==> config.mk <==
export PLATFORM = sky130hd
export DESIGN_NAME = gp_uptimer
export DESIGN_NICKNAME = d
export VERILOG_FILES = /design/src/rtl/gp_uptimer_pkg.sv /design/src/rtl/gp_uptimer_regs.sv /design/src/rtl/gp_uptimer_prescale.sv /design/src/rtl/gp_uptimer_core.sv /design/src/rtl/gp_uptimer.sv
export SDC_FILE = /design/constraint.sdc
export NUM_CORES = 1
export LEC_CHECK = 0
export BUFFER_PORTS_ARGS = -buffer_cell sky130_fd_sc_hd__buf_2
export CORE_UTILIZATION = 41
export CTS_CLUSTER_DIAMETER = 30
export DETAILED_ROUTE_END_ITERATION = 8
export PLACE_DENSITY = 0.67
export SKIP_CTS_REPAIR_TIMING = 1
export SLEW_MARGIN = 10
export SYNTH_ARGS = -nofsm -noshare
export SYNTH_HDL_FRONTEND = slang
export SYNTH_SLANG_ARGS = --single-unit
==> constraint.sdc <==
create_clock -name clk -period 5.1 [get_ports clk]
set_input_delay 1.02 -clock clk [delete_from_list [all_inputs] [get_ports clk]]
set_output_delay 1.02 -clock clk [all_outputs]
set_load 0.02 [all_outputs]
==> src/rtl/gp_uptimer_pkg.sv <==
`timescale 1ns/1ps
package gp_uptimer_pkg;
  // Word offsets of the register map
  localparam int OFS_CTRL = 0;
  localparam int OFS_PRE  = 1;
  localparam int OFS_STAT = 2;
  localparam int OFS_IEN  = 3;
  localparam int OFS_CMP  = 4;
  localparam int OFS_CNT  = 9;

  // Control word bit positions
  localparam int B_EN     = 0;
  localparam int B_ENMOD  = 1;
  localparam int SRC_LSB  = 6;
  localparam int B_FRR    = 9;
  localparam int B_SWR    = 15;

  // Status / mask bit positions
  localparam int ST_CMP   = 0;
  localparam int ST_ROV   = 5;

  // Bits kept on a control write (15:10 dropped)
  localparam logic [31:0] CTRL_KEEP = 32'hFFFF_03FF;
  // Bits cleared by a soft reset: enable and three low-power enables
  localparam logic [31:0] SWR_CLR   = 32'h0000_001D;

  typedef enum logic [2:0] {
    SRC_OFF     = 3'b000,
    SRC_MAIN    = 3'b001,
    SRC_MAIN_HF = 3'b010,
    SRC_SLOW    = 3'b100
  } src_e;
endpackage

==> src/rtl/gp_uptimer_regs.sv <==
`timescale 1ns/1ps
module gp_uptimer_regs
  import gp_uptimer_pkg::*;
#(
  parameter int DW = 32,
  parameter int AW = 4,
  parameter int PW = 12,
  parameter int IW = 6,
  parameter int CW = 32
) (
  input  logic          clk,
  input  logic          rst_n,
  input  logic          wr_en,
  input  logic [AW-1:0] addr,
  input  logic [DW-1:0] wdata,
  output logic [DW-1:0] ctrl_q,
  output logic [PW-1:0] pre_q,
  output logic [IW-1:0] ien_q,
  output logic [CW-1:0] cmp_q,
  output logic          swr_pulse,
  output logic          en_restart,
  output logic          cmp_restart,
  output logic [1:0]    stat_w1c
);
  localparam logic [DW-1:0] KEEP_MASK = DW'(CTRL_KEEP);
  localparam logic [DW-1:0] SWR_MASK  = DW'(SWR_CLR);

  logic wr_ctrl, wr_pre, wr_stat, wr_ien, wr_cmp;
  logic [DW-1:0] ctrl_d;
  logic [PW-1:0] pre_d;
  logic [IW-1:0] ien_d;
  logic [CW-1:0] cmp_d;

  assign wr_ctrl = wr_en && (addr == AW'(OFS_CTRL));
  assign wr_pre  = wr_en && (addr == AW'(OFS_PRE));
  assign wr_stat = wr_en && (addr == AW'(OFS_STAT));
  assign wr_ien  = wr_en && (addr == AW'(OFS_IEN));
  assign wr_cmp  = wr_en && (addr == AW'(OFS_CMP));

  assign swr_pulse   = wr_ctrl && wdata[B_SWR];
  assign en_restart  = wr_ctrl && !wdata[B_SWR] && !ctrl_q[B_EN]
                       && wdata[B_EN] && wdata[B_ENMOD];
  assign cmp_restart = wr_cmp && !ctrl_q[B_FRR];
  assign stat_w1c    = wr_stat ? {wdata[ST_ROV], wdata[ST_CMP]} : 2'b00;

  always_comb begin
    ctrl_d = ctrl_q;
    pre_d  = pre_q;
    ien_d  = ien_q;
    cmp_d  = cmp_q;
    if (swr_pulse) begin
      ctrl_d = ctrl_q & ~SWR_MASK;
      ien_d  = '0;
    end else if (wr_ctrl) begin
      ctrl_d = wdata & KEEP_MASK;
    end
    if (wr_pre) pre_d = wdata[PW-1:0];
    if (wr_ien) ien_d = wdata[IW-1:0];
    if (wr_cmp) cmp_d = wdata[CW-1:0];
  end

  always_ff @(posedge clk or negedge rst_n) begin
    if (!rst_n) begin
      ctrl_q <= '0;
      pre_q  <= '0;
      ien_q  <= '0;
      cmp_q  <= '1;
    end else begin
      ctrl_q <= ctrl_d;
      pre_q  <= pre_d;
      ien_q  <= ien_d;
      cmp_q  <= cmp_d;
    end
  end
endmodule

==> src/rtl/gp_uptimer_prescale.sv <==
`timescale 1ns/1ps
module gp_uptimer_prescale
  import gp_uptimer_pkg::*;
#(
  parameter int PW = 12
) (
  input  logic          clk,
  input  logic          rst_n,
  input  logic          en,
  input  logic [2:0]    src_sel,
  input  logic          main_tick,
  input  logic          slow_tick,
  input  logic [PW-1:0] pre,
  input  logic          clr,
  output logic          cnt_tick
);
  logic          src_tick;
  logic          wrap;
  logic [PW-1:0] pc_q, pc_d;

  always_comb begin
    case (src_sel)
      SRC_MAIN, SRC_MAIN_HF: src_tick = main_tick;
      SRC_SLOW:              src_tick = slow_tick;
      default:               src_tick = 1'b0;
    endcase
  end

  assign wrap     = (pc_q >= pre);
  assign cnt_tick = en && src_tick && wrap;

  always_comb begin
    pc_d = pc_q;
    if (!en || clr)    pc_d = '0;
    else if (src_tick) pc_d = wrap ? '0 : pc_q + 1'b1;
  end

  always_ff @(posedge clk or negedge rst_n) begin
    if (!rst_n) pc_q <= '0;
    else        pc_q <= pc_d;
  end
endmodule

==> src/rtl/gp_uptimer_core.sv <==
`timescale 1ns/1ps
module gp_uptimer_core #(
  parameter int CW = 32
) (
  input  logic          clk,
  input  logic          rst_n,
  input  logic          cnt_tick,
  input  logic          frr,
  input  logic [CW-1:0] cmp,
  input  logic          clr_cnt,
  input  logic          swr,
  input  logic [1:0]    stat_w1c,
  output logic [CW-1:0] cnt_q,
  output logic [1:0]    stat_q
);
  logic          hit, roll;
  logic [CW-1:0] cnt_d;
  logic [1:0]    stat_d;

  assign hit  = cnt_tick && (cnt_q == cmp);
  assign roll = cnt_tick && (&cnt_q);

  always_comb begin
    cnt_d = cnt_q;
    if (clr_cnt)       cnt_d = '0;
    else if (cnt_tick) cnt_d = (hit && !frr) ? '0 : cnt_q + 1'b1;
  end

  always_comb begin
    if (swr) stat_d = 2'b00;
    else     stat_d = (stat_q & ~stat_w1c) | {roll, hit};
  end

  always_ff @(posedge clk or negedge rst_n) begin
    if (!rst_n) begin
      cnt_q  <= '0;
      stat_q <= '0;
    end else begin
      cnt_q  <= cnt_d;
      stat_q <= stat_d;
    end
  end
endmodule

==> src/rtl/gp_uptimer.sv <==
`timescale 1ns/1ps
module gp_uptimer
  import gp_uptimer_pkg::*;
#(
  parameter int DW = 32,
  parameter int AW = 4,
  parameter int CW = 32,
  parameter int PW = 12,
  parameter int IW = 6
) (
  input  logic          clk,
  input  logic          rst_n,
  input  logic          main_tick_en,
  input  logic          slow_tick_en,
  input  logic          wr_en,
  input  logic [AW-1:0] addr,
  input  logic [DW-1:0] wdata,
  output logic [DW-1:0] rdata,
  output logic          irq
);
  logic          rst_meta, rst_sync_n;
  logic [DW-1:0] ctrl_q;
  logic [PW-1:0] pre_q;
  logic [IW-1:0] ien_q;
  logic [CW-1:0] cmp_q, cnt_q;
  logic [1:0]    stat_q, stat_w1c;
  logic          swr_pulse, en_restart, cmp_restart, cnt_tick;

  // Asynchronous assertion, synchronous release
  always_ff @(posedge clk or negedge rst_n) begin
    if (!rst_n) begin
      rst_meta   <= 1'b0;
      rst_sync_n <= 1'b0;
    end else begin
      rst_meta   <= 1'b1;
      rst_sync_n <= rst_meta;
    end
  end

  gp_uptimer_regs #(.DW(DW), .AW(AW), .PW(PW), .IW(IW), .CW(CW)) u_regs (
    .clk(clk), .rst_n(rst_sync_n), .wr_en(wr_en), .addr(addr), .wdata(wdata),
    .ctrl_q(ctrl_q), .pre_q(pre_q), .ien_q(ien_q), .cmp_q(cmp_q),
    .swr_pulse(swr_pulse), .en_restart(en_restart),
    .cmp_restart(cmp_restart), .stat_w1c(stat_w1c)
  );

  gp_uptimer_prescale #(.PW(PW)) u_pre (
    .clk(clk), .rst_n(rst_sync_n), .en(ctrl_q[B_EN]),
    .src_sel(ctrl_q[SRC_LSB+2:SRC_LSB]), .main_tick(main_tick_en),
    .slow_tick(slow_tick_en), .pre(pre_q), .clr(swr_pulse),
    .cnt_tick(cnt_tick)
  );

  gp_uptimer_core #(.CW(CW)) u_core (
    .clk(clk), .rst_n(rst_sync_n), .cnt_tick(cnt_tick), .frr(ctrl_q[B_FRR]),
    .cmp(cmp_q), .clr_cnt(swr_pulse || en_restart || cmp_restart),
    .swr(swr_pulse), .stat_w1c(stat_w1c), .cnt_q(cnt_q), .stat_q(stat_q)
  );

  assign irq = ctrl_q[B_EN] &&
               ((stat_q[0] && ien_q[ST_CMP]) || (stat_q[1] && ien_q[ST_ROV]));

  always_comb begin
    rdata = '0;
    case (addr)
      AW'(OFS_CTRL): rdata = ctrl_q;
      AW'(OFS_PRE):  rdata = DW'(pre_q);
      AW'(OFS_STAT): begin
        rdata[ST_CMP] = stat_q[0];
        rdata[ST_ROV] = stat_q[1];
      end
      AW'(OFS_IEN):  rdata = DW'(ien_q);
      AW'(OFS_CMP):  rdata = DW'(cmp_q);
      AW'(OFS_CNT):  rdata = DW'(cnt_q);
      default:       rdata = '0;
    endcase
  end
endmodule

Word level (Yosys, flattened, before mapping)
Index checks and enable logic that the tools add are counted.
{"block": "totals", "reg_bits": 124, "inputBits": 41, "word_cells": 77}
{"block": "classes", "eq_ne": 9, "bitwise": 4, "add_sub_neg": 2, "n_mux": 17, "reduce_logical": 34, "order_cmp": 1}
{"op": "case mux 26 bit (4 select lines)", "n": 1}
{"op": "two-way mux 32 bit", "n": 3}
{"op": "two-way mux 12 bit", "n": 3}
{"op": "adder 32 x 1 -> 32 bit, second input constant", "n": 1}
{"op": "== test 32 bit", "n": 1}
{"op": "AND reduction 32 bit", "n": 1}
{"op": "case mux 4 bit (5 select lines)", "n": 1}
{"op": "logical AND 1 bit", "n": 19}
{"op": "adder 12 x 1 -> 12 bit, second input constant", "n": 1}
{"op": "greater-or-equal comparator 12 bit", "n": 1}
{"op": "two-way mux 6 bit", "n": 2}
{"op": "case mux 1 bit (6 select lines)", "n": 2}
{"op": "two-way mux 5 bit", "n": 2}
{"op": "== test 4 x 2 -> 1 bit, second input constant", "n": 2}
{"op": "nonzero test 2 bit", "n": 4}
{"op": "== test 4 x 1 -> 1 bit, second input constant", "n": 1}
{"op": "== test 4 x 3 -> 1 bit, second input constant", "n": 1}
{"op": "== test 4 bit, second input constant", "n": 1}
{"op": "zero test 4 bit", "n": 1}
{"op": "logical OR 1 bit", "n": 4}
{"op": "two-way mux 2 bit", "n": 2}
{"op": "== test 3 x 1 -> 1 bit, second input constant", "n": 1}
{"op": "== test 3 x 2 -> 1 bit, second input constant", "n": 1}
{"op": "== test 3 bit, second input constant", "n": 1}
{"op": "8 further kinds", "n": 10}

Longest topological paths before layout
{"block": "depth", "depth_word": 10, "mapped_depth": 10, "depth_no_buf": 8}

By module
Synthesis repeated with hierarchy kept, for this count alone.
{"block": "unflattened", "cells_unflattened": 708, "area_unflattened_um2": 7403.4}
{"module": "gp_uptimer_regs", "seq_area_each_um2": 1941.9, "n_inst": 1, "area_each_um2": 3129.3, "cells_each": 206}
{"module": "gp_uptimer_core", "seq_area_each_um2": 850.8, "n_inst": 1, "area_each_um2": 2285.9, "cells_each": 262}
{"module": "gp_uptimer_prescale", "seq_area_each_um2": 300.3, "n_inst": 1, "area_each_um2": 1066.0, "cells_each": 125}
{"module": "gp_uptimer", "seq_area_each_um2": 50.0, "n_inst": 1, "area_each_um2": 922.1, "cells_each": 115}

Least setup slack after synthesis
OpenSTA, ideal clock, no wires.
{"block": "synth_timing", "path_type": "input port to output port", "start": "in addr[0]", "end": "out rdata[1]", "t_arrival_ps": 2373, "cell_stages": 4, "n_path_buf": 1, "slack_ps": 1707, "cell_sequence": "nor4_1 -> clkbuf_1 -> a22oi_1 -> nand3_1"}
{"block": "synth_between", "elab_chain_len": 2, "elab_cells_between_ends": 6, "cone_classes": "eq/ne (4); mux (1); reduce/logical (1)"}
{"item": "start: declaration", "line": "gp_uptimer.sv:16", "text": "input logic [AW-1:0] addr,"}
{"item": "== test 4 bit, or another cell as far along", "line": "gp_uptimer.sv:65", "text": "case (addr)"}
{"item": "case mux 4 bit (5 select lines) (*)", "line": "gp_uptimer.sv:65"}
{"item": "end: declaration", "line": "gp_uptimer.sv:18", "text": "output logic [DW-1:0] rdata,"}
Every way passes the cells marked *; elsewhere a longest branch is shown, timed or not.

Worst setup path in the final report
{"block": "layout_timing", "start": "in addr[1]", "end": "out rdata[9]"}
{"block": "layout_between", "elab_chain_len": 2, "elab_cells_between_ends": 5, "cone_classes": "eq/ne (3); mux (1); reduce/logical (1)"}
{"item": "== test 4 bit, or another cell as far along", "line": "gp_uptimer.sv:65"}
{"item": "case mux 26 bit (4 select lines) (*)", "line": "gp_uptimer.sv:65"}
Marks and branches as above.

==> impl_metrics.env <==
export IMPL_status="complete, no violations"
export IMPL_ctsRootBufferMaster="clkbuf_16"
export IMPL_routedWlPerCell_um=20.2
export IMPL_synth_xor_area_share=0.0410
export IMPL_synth_top_area_frac=0.336
export IMPL_crit_path_start_kind="input port"
export IMPL_n_fill_cell=1462
export IMPL_cts_tree="done"
export IMPL_critPathMaxFanout=13
export IMPL_hpwl_mm=13.2
export IMPL_initial_core_util=0.425
export IMPL_die_area_um2=17200
export IMPL_wl_mm=18.9
export IMPL_dp_cells=905
export IMPL_fin_skew_ps=8.52
export IMPL_combPwrFrac=0.147
export IMPL_crit_chain="buf_2, nor4b_4, a22o_1, a221o_1, buf_2"
export IMPL_slew_headroom=0.368
export IMPL_synth_area_leaders="dfrtp_1 34%, dfstp_2 12%, mux2_2 11%"
export IMPL_drive_above_1_share=0.320
export IMPL_slowest_stage="nor4b_4"
export IMPL_hold_violations=0
export IMPL_clock_fmax_mhz=274
export IMPL_holdWs_ps=356
export IMPL_synth_seq_cells=124
export IMPL_critPathMaxStageDelay_ps=840
export IMPL_fin_nets=763
export IMPL_syn_to_final_growth_pct=16.8
export IMPL_cp_end_kind="output port"
export IMPL_synth_adder_area_share=0.0256
export IMPL_ant_nets=0
export IMPL_p_switching_mw=0.796
export IMPL_power_share_sequential=0.450
export IMPL_ir_drop_mv=0.224
export IMPL_fin_crit_ps=3650
export IMPL_maxCapViolCount=0
export IMPL_grtUsageTotal=0.226
export IMPL_synth_edf_count=0
export IMPL_muxShareOfSynthArea=0.107
export IMPL_n_antenna_cell=0
export IMPL_synth_ff_type="dfrtp_1"
export IMPL_rsz0062_at_grt="false"
export IMPL_crit_family="simple AND/OR/NAND/NOR gates"
export IMPL_layout_cells_most_common_list="91 x dfrtp_1, 73 x buf_2, 64 x mux2_2"
export IMPL_vias=5750
export IMPL_synth_simple_area_share=0.151
export IMPL_multi_input_area_um2=3440
export IMPL_critical_path_n_buffers_inverters=2
export IMPL_finalSetupTns_ps=0
export IMPL_async_reset_ff_frac=1.00
export IMPL_grt_max_degree=68
export IMPL_yosysWarnings=0
export IMPL_required_ps=4080
export IMPL_synth_compound_area_frac=0.171
export IMPL_crit_type="input port to output port"
export IMPL_synth_area_leader_cell="dfrtp_1"
export IMPL_dieHeight_um=131
export IMPL_cts_max_level=4
export IMPL_overflow=0
export IMPL_io_pins=74
export IMPL_slew_viol_final=0
export IMPL_port_buffers=73
export IMPL_powerDensity_nw_per_um2=366
export IMPL_p_int_mw=2.13
export IMPL_clock_sinks=124
export IMPL_core_area_um2=16100
export IMPL_worstSkewPairLatency_ps=420
export IMPL_p_leak_nw=3.58
export IMPL_synth_area_um2=6840
export IMPL_firstDrtPassIters=7
export IMPL_grt_pass1_wl_mm=30.7
export IMPL_final_cell_area_um2=7990
export IMPL_clockPowerShare=0.403
export IMPL_hold_path_class="flip-flop to flip-flop"
export IMPL_worst_pin_slew_ps=948
export IMPL_arrival_ps=2630
export IMPL_netlist_instances=648
export IMPL_final_cells=937
export IMPL_drt_initial_drc_count=462
export IMPL_layout_commonest_cell="dfrtp_1"
export IMPL_antenna_found_initial=0
export IMPL_finalSetupViolations=0
export IMPL_globalplace_congestion=0.855
export IMPL_grt_pass1_vias=5740
export IMPL_row_count=46
export IMPL_drc=0
export IMPL_ys_types=68
export IMPL_synth_seq_area_share=0.459
export IMPL_via_per_inst=6.14
export IMPL_synth_top_family_by_area="compound AO/OA/AOI/OAI gates"
export IMPL_place_area_um2=7410
export IMPL_synth_area_per_cell_um2=10.6
export IMPL_die_w_um=131
export IMPL_synth_nets=703
export IMPL_numCtsBuffers=17
export IMPL_crit_top_cell="buf_2"
export IMPL_fin_crit_sh=0.715
export IMPL_regArea_um2=3150
export IMPL_switching_share=0.272
export IMPL_cts_buffer_depth=2
export IMPL_path_clk_slew_ps=50
==> synthesized netlist by cell type, types with 2 or more instances <==
library cell,instances
or2_2,3
and3b_1,2
a22o_1,15
mux2_2,64
nand2_1,41
and4_1,4
or4_1,19
a21oi_1,36
and2_1,4
a22oi_1,17
a221o_1,4
buf_6,2
nor2_1,10
nand4b_1,2
xnor2_1,32
and3_1,9
a31oi_1,3
a21o_1,8
and3_2,3
dfstp_2,32
dfrtp_1,92
and4_4,3
o21ai_0,22
nor3b_1,4
inv_1,35
ha_1,14
or3_1,8
nor3_1,6
o31ai_1,21
a222oi_1,16
nand3_1,30
clkbuf_1,29
buf_4,2
buf_2,3
nand4_1,17
nor4_1,4
==> worst paths after layout <==
check / startpoint / endpoint / slack (ps) / cells after the start
worst min register to register: rst_meta / rst_sync_n / 360 / 0
min in group asynchronous: rst_n / rst_sync_n / 380 / 1
worst max-delay path: addr[1] / rdata[9] / 1450 / 5
worst max register to register: u_regs.pre_q[10] / u_core.cnt_q[3] / 1560 / 9
max in group asynchronous: rst_sync_n / u_regs.pre_q[10] / 3350 / 1
worst min-delay path: rst_meta / rst_sync_n / 360 / 0
==> metrics by stage <==
step	util	total power [mW]	worst slack [ps]
detailed placement	0.460	1.76	1470
floorplan	-	1.59	1450
CTS	0.496	2.94	1480
finish	0.496	2.93	1450
global route	0.496	3.05	1350
global placement	0.460	1.74	1510
==> registers in the layout (all words and copies together), names as in the netlist, 2 cells and up <==
signal / cells
u_regs.ctrl_q: 26
u_pre.pc_q: 12
u_regs.ien_q: 6
u_core.stat_q: 2
u_core.cnt_q: 32
u_regs.pre_q: 12
u_regs.cmp_q: 32
==> power by group through the flow <==
stage               Sequential (mW)  Clock [mW]  Combinational [mW]
floorplan                      1.28           0               0.310
global placement               1.32           0               0.414
detailed placement             1.33           0               0.429
CTS                            1.31        1.19               0.433
global route                   1.33        1.24               0.474
finish                         1.32        1.18               0.431
==> per-layer routing <==
| metal | GRT usage | routed length, um |
|---|---|---|
| met5 | 0 | 0 |
| met4 | 0.0961 | 390 |
| met3 | 0.0405 | 1120 |
| met2 | 0.368 | 9360 |
| met1 | 0.294 | 8060 |
==> worst register-to-register path: cells and delay by family (launching register included) <==
family / cells / cell delay, ps
flops: 1 / 410
buf+inv: 2 / 430
compound gates: 3 / 1770
fa+ha+maj: 1 / 340
simple gates: 3 / 470
==> layout make-up <==
type                    instances  area share
clock buffers                  26      0.0650
clock inverters                 6     0.00736
inverters                      35      0.0164
well taps                     216      0.0338
repair buffers                 79      0.0529
multi-input cells             451       0.431
flip-flops and latches        124       0.394
==> logic make-up (layout without fill, tap and decap cells) <==
kind of cell | after synthesis | in the layout
AND/OR/NAND/NOR | 179 | 179
AO/OA/AOI/OAI | 160 | 160
flip-flops | 124 | 124
buffers and inverters | 73 | 146
multiplexers | 65 | 65
XOR/XNOR | 32 | 32
adder cells (fa/ha/maj) | 14 | 14
other | 1 | 1
Power figures use the tool's default switching activity.
